`src/rtl/irq_ctrl_pkg.sv`:
```
package irq_ctrl_pkg;
  // Strobes from the decoder to the register datapath
  typedef struct packed {
    logic maskWr;
    logic forceWr;
    logic clearWr;
    logic ackHit;
  } irqStrobe_t;
endpackage

```
`src/rtl/irq_prio_enc.sv`:
```
module irq_prio_enc #(
  parameter int NUM_SRC = 15,
  localparam int LVL_W = $clog2(NUM_SRC + 1)
) (
  input  logic [NUM_SRC:0]  activeVec,
  output logic [LVL_W-1:0]  level
);
  // Scan upward; the last active index found wins, so higher numbers take priority
  always_comb begin
    level = '0;
    for (int i = 1; i <= NUM_SRC; i++) begin
      if (activeVec[i]) level = LVL_W'(i);
    end
  end
endmodule

```
`src/rtl/irq_ctrl_decode.sv`:
```
module irq_ctrl_decode
  import irq_ctrl_pkg::*;
#(
  parameter int NUM_SRC = 15,
  parameter int ADDR_W = 8,
  parameter logic [ADDR_W-1:0] MASK_OFF  = 8'h90,
  parameter logic [ADDR_W-1:0] FORCE_OFF = 8'h98,
  parameter logic [ADDR_W-1:0] CLEAR_OFF = 8'h9C,
  localparam int LVL_W = $clog2(NUM_SRC + 1)
) (
  input  logic              clk,
  input  logic              rstN,
  input  logic              wrEn,
  input  logic [ADDR_W-1:0] wrAddr,
  input  logic              ackValid,
  input  logic [LVL_W-1:0]  ackLevel,
  output irqStrobe_t        strb
);
  always_comb begin
    strb.maskWr  = wrEn && (wrAddr == MASK_OFF);
    strb.forceWr = wrEn && (wrAddr == FORCE_OFF);
    strb.clearWr = wrEn && (wrAddr == CLEAR_OFF);
    strb.ackHit  = ackValid && (ackLevel != '0) && (ackLevel <= LVL_W'(NUM_SRC));
  end


  write_strobe_onehot_chk: assert property (@(posedge clk) disable iff (!rstN)
    $onehot0({strb.maskWr, strb.forceWr, strb.clearWr}));
endmodule

```
`src/rtl/irq_ctrl_datapath.sv`:
```
module irq_ctrl_datapath
  import irq_ctrl_pkg::*;
#(
  parameter int NUM_SRC = 15,
  parameter int DATA_W = 32,
  parameter int ADDR_W = 8,
  parameter logic [ADDR_W-1:0] MASK_OFF = 8'h90,
  parameter logic [ADDR_W-1:0] PEND_OFF = 8'h94,
  localparam int LVL_W = $clog2(NUM_SRC + 1),
  localparam int VEC_W = NUM_SRC + 1
) (
  input  logic              clk,
  input  logic              rstN,
  input  irqStrobe_t        strb,
  input  logic [VEC_W-1:0]  wrBits,
  input  logic [LVL_W-1:0]  ackLevel,
  input  logic [VEC_W-1:0]  srcIn,
  input  logic [ADDR_W-1:0] rdAddr,
  output logic [DATA_W-1:0] rdData,
  output logic [LVL_W-1:0]  irqLevel
);
  localparam logic [VEC_W-1:0] LIVE_BITS = {{NUM_SRC{1'b1}}, 1'b0};

  logic [VEC_W-1:0] maskReg, pendReg, prevSrc;
  logic [VEC_W-1:0] riseVec, setVec, clrVec, ackVec;

  assign riseVec = srcIn & ~prevSrc;
  assign ackVec  = strb.ackHit ? (VEC_W'(1) << ackLevel) : '0;
  assign setVec  = (riseVec | (strb.forceWr ? wrBits : '0)) & LIVE_BITS;
  assign clrVec  = (strb.clearWr ? wrBits : '0) | ackVec;

  always_ff @(posedge clk or negedge rstN) begin
    if (!rstN) begin
      maskReg <= '0;
      pendReg <= '0;
      prevSrc <= '0;
    end else begin
      prevSrc <= srcIn;
      pendReg <= (pendReg & ~clrVec) | setVec;
      if (strb.maskWr) maskReg <= wrBits & LIVE_BITS;
    end
  end

  irq_prio_enc #(.NUM_SRC(NUM_SRC)) u_enc (
    .activeVec(pendReg & maskReg),
    .level    (irqLevel)
  );

  always_comb begin
    rdData = '0;
    if (rdAddr == MASK_OFF)      rdData = DATA_W'(maskReg);
    else if (rdAddr == PEND_OFF) rdData = DATA_W'(pendReg);
  end


  set_wins_chk: assert property (@(posedge clk) disable iff (!rstN)
    (setVec != '0) |=> ((pendReg & $past(setVec)) == $past(setVec)));

  clear_takes_chk: assert property (@(posedge clk) disable iff (!rstN)
    ((clrVec & ~setVec) != '0) |=> ((pendReg & $past(clrVec & ~setVec)) == '0));

  bit_zero_chk: assert property (@(posedge clk) disable iff (!rstN)
    !pendReg[0] && !maskReg[0]);

  mask_hold_chk: assert property (@(posedge clk) disable iff (!rstN)
    !strb.maskWr |=> $stable(maskReg));

  pend_hold_chk: assert property (@(posedge clk) disable iff (!rstN)
    (setVec == '0 && clrVec == '0) |=> $stable(pendReg));

  level_valid_chk: assert property (@(posedge clk) disable iff (!rstN)
    (irqLevel != '0) |-> (pendReg[irqLevel] && maskReg[irqLevel]));
endmodule

```
`src/rtl/irq_prio_ctrl.sv`:
```
module irq_prio_ctrl
  import irq_ctrl_pkg::*;
#(
  parameter int NUM_SRC = 15,
  parameter int DATA_W = 32,
  parameter int ADDR_W = 8,
  parameter int TRAP_W = 8,
  parameter logic [TRAP_W-1:0] TRAP_BASE = 8'h10,
  parameter logic [ADDR_W-1:0] MASK_OFF  = 8'h90,
  parameter logic [ADDR_W-1:0] PEND_OFF  = 8'h94,
  parameter logic [ADDR_W-1:0] FORCE_OFF = 8'h98,
  parameter logic [ADDR_W-1:0] CLEAR_OFF = 8'h9C,
  localparam int LVL_W = $clog2(NUM_SRC + 1)
) (
  input  logic              clk,
  input  logic              rstN,
  input  logic [NUM_SRC:0]  srcIn,
  input  logic              wrEn,
  input  logic [ADDR_W-1:0] wrAddr,
  input  logic [DATA_W-1:0] wrData,
  input  logic [ADDR_W-1:0] rdAddr,
  output logic [DATA_W-1:0] rdData,
  input  logic              ackValid,
  input  logic [LVL_W-1:0]  ackLevel,
  output logic [LVL_W-1:0]  irqLevel,
  output logic [TRAP_W-1:0] trapType
);
  irqStrobe_t strb;
  logic unusedWrHi;
  assign unusedWrHi = ^wrData[DATA_W-1:NUM_SRC+1];

  irq_ctrl_decode #(
    .NUM_SRC(NUM_SRC), .ADDR_W(ADDR_W),
    .MASK_OFF(MASK_OFF), .FORCE_OFF(FORCE_OFF), .CLEAR_OFF(CLEAR_OFF)
  ) u_dec (
    .clk(clk), .rstN(rstN), .wrEn(wrEn), .wrAddr(wrAddr),
    .ackValid(ackValid), .ackLevel(ackLevel), .strb(strb)
  );

  irq_ctrl_datapath #(
    .NUM_SRC(NUM_SRC), .DATA_W(DATA_W), .ADDR_W(ADDR_W),
    .MASK_OFF(MASK_OFF), .PEND_OFF(PEND_OFF)
  ) u_dp (
    .clk(clk), .rstN(rstN), .strb(strb), .wrBits(wrData[NUM_SRC:0]),
    .ackLevel(ackLevel), .srcIn(srcIn), .rdAddr(rdAddr),
    .rdData(rdData), .irqLevel(irqLevel)
  );

  assign trapType = (irqLevel != '0) ? (TRAP_BASE + TRAP_W'(irqLevel)) : '0;


  trap_range_chk: assert property (@(posedge clk) disable iff (!rstN)
    (trapType == '0) || (trapType > TRAP_BASE));
endmodule

```
`config.mk`:
```
export PLATFORM = sky130hd
export DESIGN_NAME = irq_prio_ctrl
export DESIGN_NICKNAME = d
export VERILOG_FILES = /design/src/rtl/irq_ctrl_pkg.sv /design/src/rtl/irq_prio_enc.sv /design/src/rtl/irq_ctrl_decode.sv /design/src/rtl/irq_ctrl_datapath.sv /design/src/rtl/irq_prio_ctrl.sv
export SDC_FILE = /design/constraint.sdc
export NUM_CORES = 1
export LEC_CHECK = 0
export ABC_AREA = 1
export BUFFER_PORTS_ARGS = -buffer_cell sky130_fd_sc_hd__buf_2
export CAP_MARGIN = 30
export CORE_UTILIZATION = 35
export DETAILED_ROUTE_END_ITERATION = 10
export PLACE_DENSITY_LB_ADDON = 0.08
export SYNTH_ARGS = -nofsm -noshare
export SYNTH_HDL_FRONTEND = slang
export SYNTH_SLANG_ARGS = --single-unit
```
`constraint.sdc`:
```
create_clock -name clk -period 1.21 [get_ports clk]
set_clock_uncertainty 0.15 [all_clocks]
set_input_delay 0.0605 -clock clk [delete_from_list [all_inputs] [get_ports clk]]
set_output_delay 0.0605 -clock clk [all_outputs]
set_load 0.05 [all_outputs]
```
==> run_results.csv, run 1 <==
group,metric,value,unit
clocking,cts-root-buf,"clkbuf_8",
synthesis,syn_area,2625,µm²
final_layout,area_growth,77.07,%
place,dpl.hpwl,5.123,mm
status,status,"complete, but fails checks",
sta,finalWorstSetupSlack,-762.3,ps
detailed_routing,ant_nets,0,
setup_path,cp-end-kind,"primary output",
synthesis,ys_dominant_reg_cell,"dfrtp_1",
synthesis,synth_xor_area_share,0,%
setup_path,worstPathArrival,1760,ps
die,die_y,88.60,µm
sta,final-hold-violation-count,0,
place,gp_congestion,0.7488,
final_layout,drive_gt1_share,51.73,%
sta,drv_slew,0,
final_layout,nets,562,
global_route,grt_max_degree,47,
clocking,htreeDepth,2,
synthesis,synth-edff-count,0,
detailed_routing,drc,0,
clocking,cts_sinks,46,
sta,finalSetupViolCount,24,
setup_path,crit_fanout,2,
global_route,grt_pass1_wl,12.09,mm
synthesis,ys.warnings.count,0,
status,violations,"setup timing",
die,core,7253,µm²
detailed_routing,via_per_inst,4.485,
synthesis,synth_cell_types,28,
synthesis,async_reset_ff_share,100.0,%
run,drv_cap,0,
power,power.leakage,2.273,nW
clocking,clkTransAtPathRegs,100,ps
sta,fin_crit_sh,163.0,%
final_layout,antenna_cells,0,
synthesis,seq_area_frac_synth,43.85,%
synthesis,synth_simple_gate_area_share,16.92,%
place,io_buffers,79,
synthesis,synth_compound_area_share,21.69,%
clocking,cts_tree,"built",
die,rows,31,
clocking,numCtsBuffers,5,
detailed_routing,wl_per_cell,12.61,µm
detailed_routing,drtIter0Drc,75,
die,fp.dieW,88.60,µm
setup_path,crit_type,"reg -> out",
clocking,insertion_delay,300,ps
setup_path,start_kind,"register",
die,pin_count,116,
synthesis,ys_ff_latch,46,
synthesis,syn-instance-count,314,
global_route,grt_usage,20.61,%
synthesis,synth.avg_cell_area,8.360,µm²
sta,fin_hold_ws,46.66,ps
sta,layout_min_cycle_time,1972,ps
clocking,cts_buffer_depth,2,
detailed_routing,drt-total-wl,7.438,mm
die,die-area,7850,µm²
power,cellPowerDensity,950.7,nW/µm²
global_route,antenna_found_initial,0,
sta,fmaxAchievable,0.5070,GHz
detailed_routing,dr.pass1.iters,4,
power,ir_worst_vdd,410.2,µV
synthesis,synth_top_family_by_area,"compound AO/OA/AOI/OAI gates",
setup_path,cp.required,1000,ps
sta,rsz0062_at_grt,"true",
die,start_util,36.19,%
synthesis,synthAdderAreaFrac,0,%
synthesis,synthMuxAreaShare,0,%
place,pre_cts_ws,-515.8,ps
global_route,grt_pass1_vias,2617,
worst_hold_path,hp-class,"in -> reg",
final_layout,num-fill-cells,641,
detailed_routing,vias,2646,
global_route,overflow,0,
what timing repair did:
item,in CTS,in global routing
gates resized for setup,88,50
pin swaps,13,17
hold endpoints to repair,92,0
buffers inserted,11,13
setup endpoints to repair,25,25
hold buffers,32,0
layout make-up:
cell class | count | area, µm² | area share (%)
clock buffer | 5 | 68.82 | 1.480
clock inverter | 3 | 18.77 | 0.4038
inverter | 70 | 290.3 | 6.245
multi-input combinational | 189 | 1471 | 31.66
sequential | 46 | 1151 | 24.76
tap | 99 | 123.9 | 2.665
timing repair buffer | 178 | 1524 | 32.79
worst paths after layout:
check,start,to,slack [ps],depth (start not counted)
worst max-delay path,u_dp.pendReg[6],trapType[4],-760,9
worst min-delay path,ackLevel[3],u_dp.pendReg[15],50,4
worst max register to register,u_dp.pendReg[14],u_dp.pendReg[14],40,5
worst min register to register,u_dp.prevSrc[13],u_dp.pendReg[13],320,1
max in group asynchronous,rstN,u_dp.pendReg[2],550,3
min in group asynchronous,rstN,u_dp.maskReg[13],130,3
flip-flops by register name, summed over array words and instances (netlist names):
| register | flops |
|---|---|
| u_dp.maskReg | 15 |
| u_dp.pendReg | 16 |
| u_dp.prevSrc | 15 |
metal layers:
| layer | global-route usage [%] | part of all wire (%) | wire [µm] | vias up |
|---|---|---|---|---|
| li1 | - | - | - | 1339 |
| met1 | 27.17 | 44 | 3301 | 1219 |
| met2 | 33.92 | 51 | 3789 | 80 |
| met3 | 4.104 | 3.0 | 226 | 8 |
| met4 | 6.891 | 1.6 | 120 | 0 |
| met5 | 0 | 0 | 0 | - |
report_power, final:
group / switching [W] / total (W) / internal [W]
registers: 0.0000499 / 0.00167 / 0.00162
logic: 0.00103 / 0.00180 / 0.000773
clock network: 0.000540 / 0.000948 / 0.000408
placed cells by master (no fill, tap or decap), types with 2 or more instances in the layout:
cell type,instances
a21oi_2,2
buf_12,5
buf_2,54
buf_4,44
buf_6,38
buf_8,5
clkbuf_8,5
clkinv_2,2
conb_1,19
dfrtp_1,46
dlygate4sd3_1,32
inv_1,45
inv_2,14
inv_4,11
nand2_1,53
nand2_2,15
nand2_4,4
nand3_1,4
nand3_2,2
nor2_1,10
nor2_2,2
nor2_4,4
nor3_4,3
o211ai_1,5
o211ai_2,8
o21ai_1,15
o21bai_4,2
o221ai_1,5
o221ai_2,11
o22ai_2,3
o22ai_4,12
o31ai_4,2
cells in the mapped netlist, drive strengths merged (2+ instances only):
cell	count	area share (%)
nor2	16	2.4
o31ai	2	0.57
nand2	72	10
buf	26	7.2
a21oi	2	0.38
o221ai	16	8.0
o211ai	13	5.2
inv	70	10
o22ai	15	3.6
nor3	5	1.4
dfrtp	46	44
o21ai	17	3.4
o21bai	2	0.57
nand3	7	1.5
per-stage QoR:
step | total power (W) | setup TNS [ps] | utilization, % | instances | area (µm²)
6_report | 0.004419 | -7641 | 64.08 | 590 | 4648
3_5_place_dp | 0.003069 | -6508 | 52.25 | 539 | 3790
2_1_floorplan | 0.002656 | -4322 | - | 332 | 2994
4_1_cts | 0.004325 | -8020 | 61.38 | 583 | 4452
5_1_grt | 0.004676 | -9791 | 64.08 | 590 | 4648
3_3_place_gp | 0.003057 | -6460 | 52.25 | 539 | 3790
worst max-delay path, stage by stage (launching register included):
cell and delay (ps):
dfrtp_1 400, nand2_1 120, nand2_2 70, nor2_1 150, nor2_1 80, nor2_2 150
o21bai_4 80, nor3_2 170, nand3_4 90, buf_8 150
logic make-up (layout without fill, tap and decap cells):
| kind of cell | Yosys count | after routing |
|---|---|---|
| AND/OR/NAND/NOR | 103 | 103 |
| buffers and inverters | 97 | 256 |
| AO/OA/AOI/OAI | 67 | 67 |
| flip-flops | 46 | 46 |
| other | 1 | 19 |
No activity file was read; power rests on OpenSTA's default activity.
==> inputs of run 2 (changes only) <==
==> constraint.sdc (replaced) <==
create_clock -name clk -period 1.95 [get_ports clk]
set_clock_uncertainty 0.15 [all_clocks]
set_input_delay 0.0975 -clock clk [delete_from_list [all_inputs] [get_ports clk]]
set_output_delay 0.0975 -clock clk [all_outputs]
set_load 0.05 [all_outputs]
==> run 2 against run 1 <==
The run still ends with setup timing left; critical path type unchanged; largest cell class is now registers; setup slack better by 710 ps; via count is 8.2% lower; highest routed layer unchanged; sequential power is 38% lower; die area stayed put; clock power is 42% lower.
==> run_results.csv, run 2 (synthesized netlist as in run 1, its figures left out) <==
group,metric,value,unit
status,status,"complete, but fails checks",
status,violations,"setup timing",
place,dpl.hpwl,4.626,mm
die,fp.dieW,88.60,µm
detailed_routing,ant_nets,0,
die,rows,31,
sta,rsz0062_at_grt,"true",
final_layout,antenna_cells,0,
global_route,grt_usage,17.96,%
final_layout,seq_area,1151,µm²
global_route,antenna_found_initial,0,
final_layout,multi_input_area,1149,µm²
global_route,overflow,0,
detailed_routing,drc,0,
setup_path,cp-end-kind,"primary output",
power,cellPowerDensity,660.6,nW/µm²
clocking,htreeDepth,2,
sta,layout_min_cycle_time,1999,ps
final_layout,drive_gt1_share,32.27,%
final_layout,reg_top3,"u_dp.pendReg (16), u_dp.maskReg (15), u_dp.prevSrc (15)",
detailed_routing,wl_per_cell,12.11,µm
die,core,7253,µm²
detailed_routing,wirelength_met1,3.216,mm
clocking,insertion_delay,300,ps
clocking,cts_buffer_depth,2,
final_layout,largest_register_ffs,16,
final_layout,num-fill-cells,741,
power,finalPower,0.002409,W
global_route,grt_pass1_vias,2189,
die,start_util,36.19,%
setup_path,crit_fanout,3,
final_layout,layout_commonest_cell,"buf_2",
run,drv_cap,0,
power,ir_worst_vdd,255.2,µV
final_layout,layout_common_cells,"buf_2, inv_1, nand2_1, dfrtp_1, dlygate4sd3_1",
detailed_routing,drtIter0Drc,84,
clocking,cts_tree,"built",
setup_path,crit_type,"reg -> out",
detailed_routing,routed-wl-met2,3.012,mm
setup_path,start_kind,"register",
die,die-area,7850,µm²
sta,fin_hold_ws,79.84,ps
clocking,numCtsBuffers,5,
global_route,grt_max_degree,31,
place,io_buffers,79,
place,gp_congestion,0.8463,
die,die_y,88.60,µm
die,pin_count,116,
detailed_routing,via_per_inst,4.506,
final_layout,top_register,"u_dp.pendReg",
clocking,cts_sinks,46,
final_layout,final_util,50.28,%
sta,drv_slew,0,
final_layout,nets,512,
sta,finalSetupViolCount,3,
final_layout,area_growth,38.94,%
detailed_routing,vias,2429,
power,power.leakage,1.943,nW
worst_hold_path,hp-class,"in -> async",
sta,final-hold-violation-count,0,
detailed_routing,wl_met3,232,µm
detailed_routing,dr.pass1.iters,4,
detailed_routing,drt-total-wl,6.528,mm
detailed_routing,maxUsedRoutingLayer,"met4",
sta,fmaxAchievable,0.5002,GHz
sta,finalWorstSetupSlack,-49.18,ps
sta,fin_crit_sh,102.5,%
setup_path,cp.required,1700,ps
setup_path,worstPathArrival,1750,ps
global_route,grt_pass1_wl,10.51,mm
clocking,clkTransAtPathRegs,80,ps
clocking,cts-root-buf,"clkbuf_8",
run 2: what timing repair did:
item | in CTS | in global routing
gates resized for setup | 16 | 8
setup endpoints to repair | 3 | 5
hold endpoints to repair | 92 | 0
hold buffers | 32 | 0
setup buffers | 6 | 5
pin swaps | 2 | 6
run 2: path summary, 6_finish.rpt:
check / startpoint / endpoint / slack [ps] / cells after the start
setup / recovery: u_dp.pendReg[7] / trapType[4] / -50 / 9
setup reg to reg: u_dp.pendReg[5] / u_dp.pendReg[5] / 900 / 3
max in group asynchronous: rstN / u_dp.maskReg[12] / 1070 / 3
min in group clk: ackLevel[3] / u_dp.pendReg[9] / 90 / 4
hold reg to reg: u_dp.prevSrc[7] / u_dp.pendReg[7] / 310 / 1
hold / removal: rstN / u_dp.prevSrc[11] / 80 / 2
run 2: cell type report:
type,count,area share (%)
flip-flops and latches,46,31.56
multi-input cells,189,31.49
repair buffers,128,24.25
inverters,70,7.204
well taps,99,3.396
clock buffers,7,2.093
run 2: report_power, final:
group	internal [W]	leakage, nW	total [W]	switching (W)
sequential	0.00100	0.535	0.00104	0.0000348
combinational	0.000290	1.37	0.000817	0.000528
clock	0.000247	0.0383	0.000553	0.000306
total	0.00154	1.94	0.00241	0.000868
run 2: per-stage QoR:
stage | area, µm² | cells | worst slack [ps] | TNS [ps]
final | 3647 | 539 | -49.18 | -62.70
after global routing | 3647 | 539 | -226.1 | -688.2
after floorplan | 2715 | 332 | -111.6 | -201.0
after CTS | 3588 | 534 | -25.10 | -65.22
after global placement | 3098 | 489 | 106.3 | 0
after detailed placement | 3098 | 489 | 112.2 | 0
run 2: worst max-delay path: stages (launching register included):
cell and delay (ps):
dfrtp_1 420, nand2_2 90, nand2_1 80, nor2_2 140, nor2_1 60, nor2_1 150
o21bai_2 110, nor3_2 140, nand3_2 90, buf_6 160
run 2: layer usage:
metal  vias to the layer above  global-route usage (%)
li1                       1232                       -
met1                      1124                   24.32
met2                        66                   29.37
met3                         7                   3.172
met4                         0                   5.425
met5                         -                       0
==> inputs of run 3 (changes only) <==
--- a/config.mk
+++ b/config.mk
@@ -6,8 +6,7 @@
 export NUM_CORES = 1
 export LEC_CHECK = 0
 export ABC_AREA = 1
-export BUFFER_PORTS_ARGS = -buffer_cell sky130_fd_sc_hd__buf_2
-export CAP_MARGIN = 30
+export BUFFER_PORTS_ARGS = -buffer_cell sky130_fd_sc_hd__clkbuf_2
 export CORE_UTILIZATION = 35
 export DETAILED_ROUTE_END_ITERATION = 10
 export PLACE_DENSITY_LB_ADDON = 0.08
==> run 3 against run 2 <==
Critical path depth grew 1; first-iteration DRC count shrank 7.1%; final area shrank 0.38%; routed wire length shrank 0.55%; the flow still finishes with violations (setup timing); register-to-register slack is essentially flat; fmax shrank 2.4%; largest cell class unchanged; core utilization shrank 0.19 points; non-clock buffer count shrank 2; via count shrank 1.6%; setup slack lost 50 ps; count of clock-buffer cells in the layout is the same.
==> run_results.csv, run 3 (synthesized netlist as in run 1, its figures left out) <==
group,metric,value,unit
status,status,"complete, but fails checks",
status,violations,"setup timing",
detailed_routing,ant_nets,0,
die,start_util,36.19,%
global_route,overflow,0,
final_layout,reg_top3,"u_dp.pendReg (16), u_dp.maskReg (15), u_dp.prevSrc (15)",
final_layout,largest_register_ffs,16,
power,finalPower,0.002474,W
clocking,cts-root-buf,"clkbuf_8",
place,pre_cts_ws,135.5,ps
detailed_routing,wirelength_met1,3.087,mm
clocking,numCtsBuffers,5,
clocking,cts_sinks,46,
setup_path,cp.required,1700,ps
setup_path,crit_chain,"nand2_2 -> nand2_2 -> a21oi_2 -> nor2_2 -> nor2_1 -> nor2_1 -> o21bai_2 -> nor3_2 -> nand3_2 -> buf_8",
place,io_buffers,79,
detailed_routing,drtIter0Drc,78,
final_layout,layout_common_cells,"clkbuf_2, inv_1, nand2_1, dfrtp_1, dlygate4sd3_1",
die,die-area,7850,µm²
sta,finalWorstSetupSlack,-98.98,ps
detailed_routing,drc,0,
final_layout,top_register,"u_dp.pendReg",
setup_path,crit_fanout,3,
sta,tightest_slew,592.8,ps
clocking,htreeDepth,2,
detailed_routing,drt-total-wl,6.492,mm
detailed_routing,wl_met3,259,µm
die,die_y,88.60,µm
die,core,7253,µm²
final_layout,drive_gt1_share,31.44,%
worst_hold_path,hp-class,"in -> reg",
sta,finalSetupViolCount,3,
place,dpl.cell_count,489,
setup_path,critPathBufInv,1,
power,cellPowerDensity,680.9,nW/µm²
run,drv_cap,0,
setup_path,worstPathArrival,1800,ps
detailed_routing,wl_per_cell,12.07,µm
die,pin_count,116,
clocking,clkTransAtPathRegs,90,ps
power,ir_worst_vdd,288.8,µV
setup_path,crit_type,"reg -> out",
detailed_routing,routed-wl-met2,3.095,mm
global_route,grt_pass1_vias,2241,
global_route,grt_pass1_wl,10.37,mm
detailed_routing,dr.pass1.iters,4,
sta,fmaxAchievable,0.4880,GHz
setup_path,cp_top_family,"simple AND/OR/NAND/NOR gates",
detailed_routing,maxUsedRoutingLayer,"met4",
sta,rsz0062_at_grt,"true",
final_layout,nets,510,
sta,final-hold-violation-count,0,
setup_path,max_stage_delay,380,ps
final_layout,area_growth,38.42,%
place,gp_congestion,0.8861,
clocking,insertion_delay,290,ps
final_layout,antenna_cells,0,
clocking,cts_tree,"built",
setup_path,start_kind,"register",
power,power.leakage,1.937,nW
sta,layout_min_cycle_time,2049,ps
sta,fin_crit_sh,105.1,%
place,dpl.hpwl,4.538,mm
die,fp.dieW,88.60,µm
setup_path,cp-end-kind,"primary output",
detailed_routing,via_per_inst,4.444,
global_route,grt_max_degree,47,
sta,drv_slew,0,
global_route,grt_usage,17.64,%
setup_path,slowest_stage,"dfrtp_1",
detailed_routing,vias,2391,
die,rows,31,
final_layout,instances_no_fill,538,
final_layout,layout_commonest_cell,"clkbuf_2",
sta,slew_headroom,60.48,%
clocking,cts_buffer_depth,2,
global_route,antenna_found_initial,0,
==> run 3: final timing paths <==
| kind | start | to | cells after the start | slack [ps] |
|---|---|---|---|---|
| worst min-delay path | ackLevel[3] | u_dp.pendReg[9] | 4 | 100 |
| worst min register to register | u_dp.prevSrc[7] | u_dp.pendReg[7] | 1 | 310 |
| worst max-delay path | u_dp.pendReg[4] | trapType[4] | 10 | -100 |
| min in group asynchronous | rstN | u_dp.prevSrc[11] | 3 | 270 |
| max in group asynchronous | rstN | u_dp.pendReg[3] | 3 | 970 |
| worst max register to register | u_dp.pendReg[5] | u_dp.pendReg[5] | 3 | 890 |
==> run 3: where the power goes <==
part	total [W]	switching, W	internal [W]
clock	0.000601	0.000314	0.000286
sequential	0.00104	0.0000365	0.00100
combinational	0.000833	0.000529	0.000304
==> run 3: metrics by stage <==
stage,hold WS (ps),instance area [µm²],util [%],setup TNS (ps)
floorplan,-348.1,2715,-,-201.0
global placement,70.61,3085,42.54,0
detailed placement,72.67,3085,42.54,0
CTS,86.56,3543,48.85,-190.0
global route,106.9,3633,50.09,-769.2
finish,95.04,3633,50.09,-154.2
==> run 3: layout make-up <==
class | count | area, µm²
Fill cell | 733 | 3620
Clock inverter | 1 | 5.005
Tap cell | 99 | 123.9
Clock buffer | 7 | 86.33
Sequential cell | 46 | 1151
Multi-Input combinational cell | 189 | 1134
Timing Repair Buffer | 126 | 870.8
Inverter | 70 | 262.8
==> run 3: routing by layer <==
metal  vias up  global-route usage (%)
li1       1229                       -
met1      1091                   23.22
met2        67                   29.79
met3         4                   2.985
met4         0                   5.279
met5         -                       0
==> run 3: repair_timing <==
action,CTS,global route
hold buffers,32,0
endpoints found under the hold margin,92,0
pin swaps,0,10
gates resized for setup,10,17
endpoints found under the setup margin,3,6
setup buffers,1,8
==> run 3: tightest hold or removal path, cell delays in order <==
cell and delay (ps):
clkbuf_2 150, nand2_1 120, o211ai_2 80, o221ai_2 60
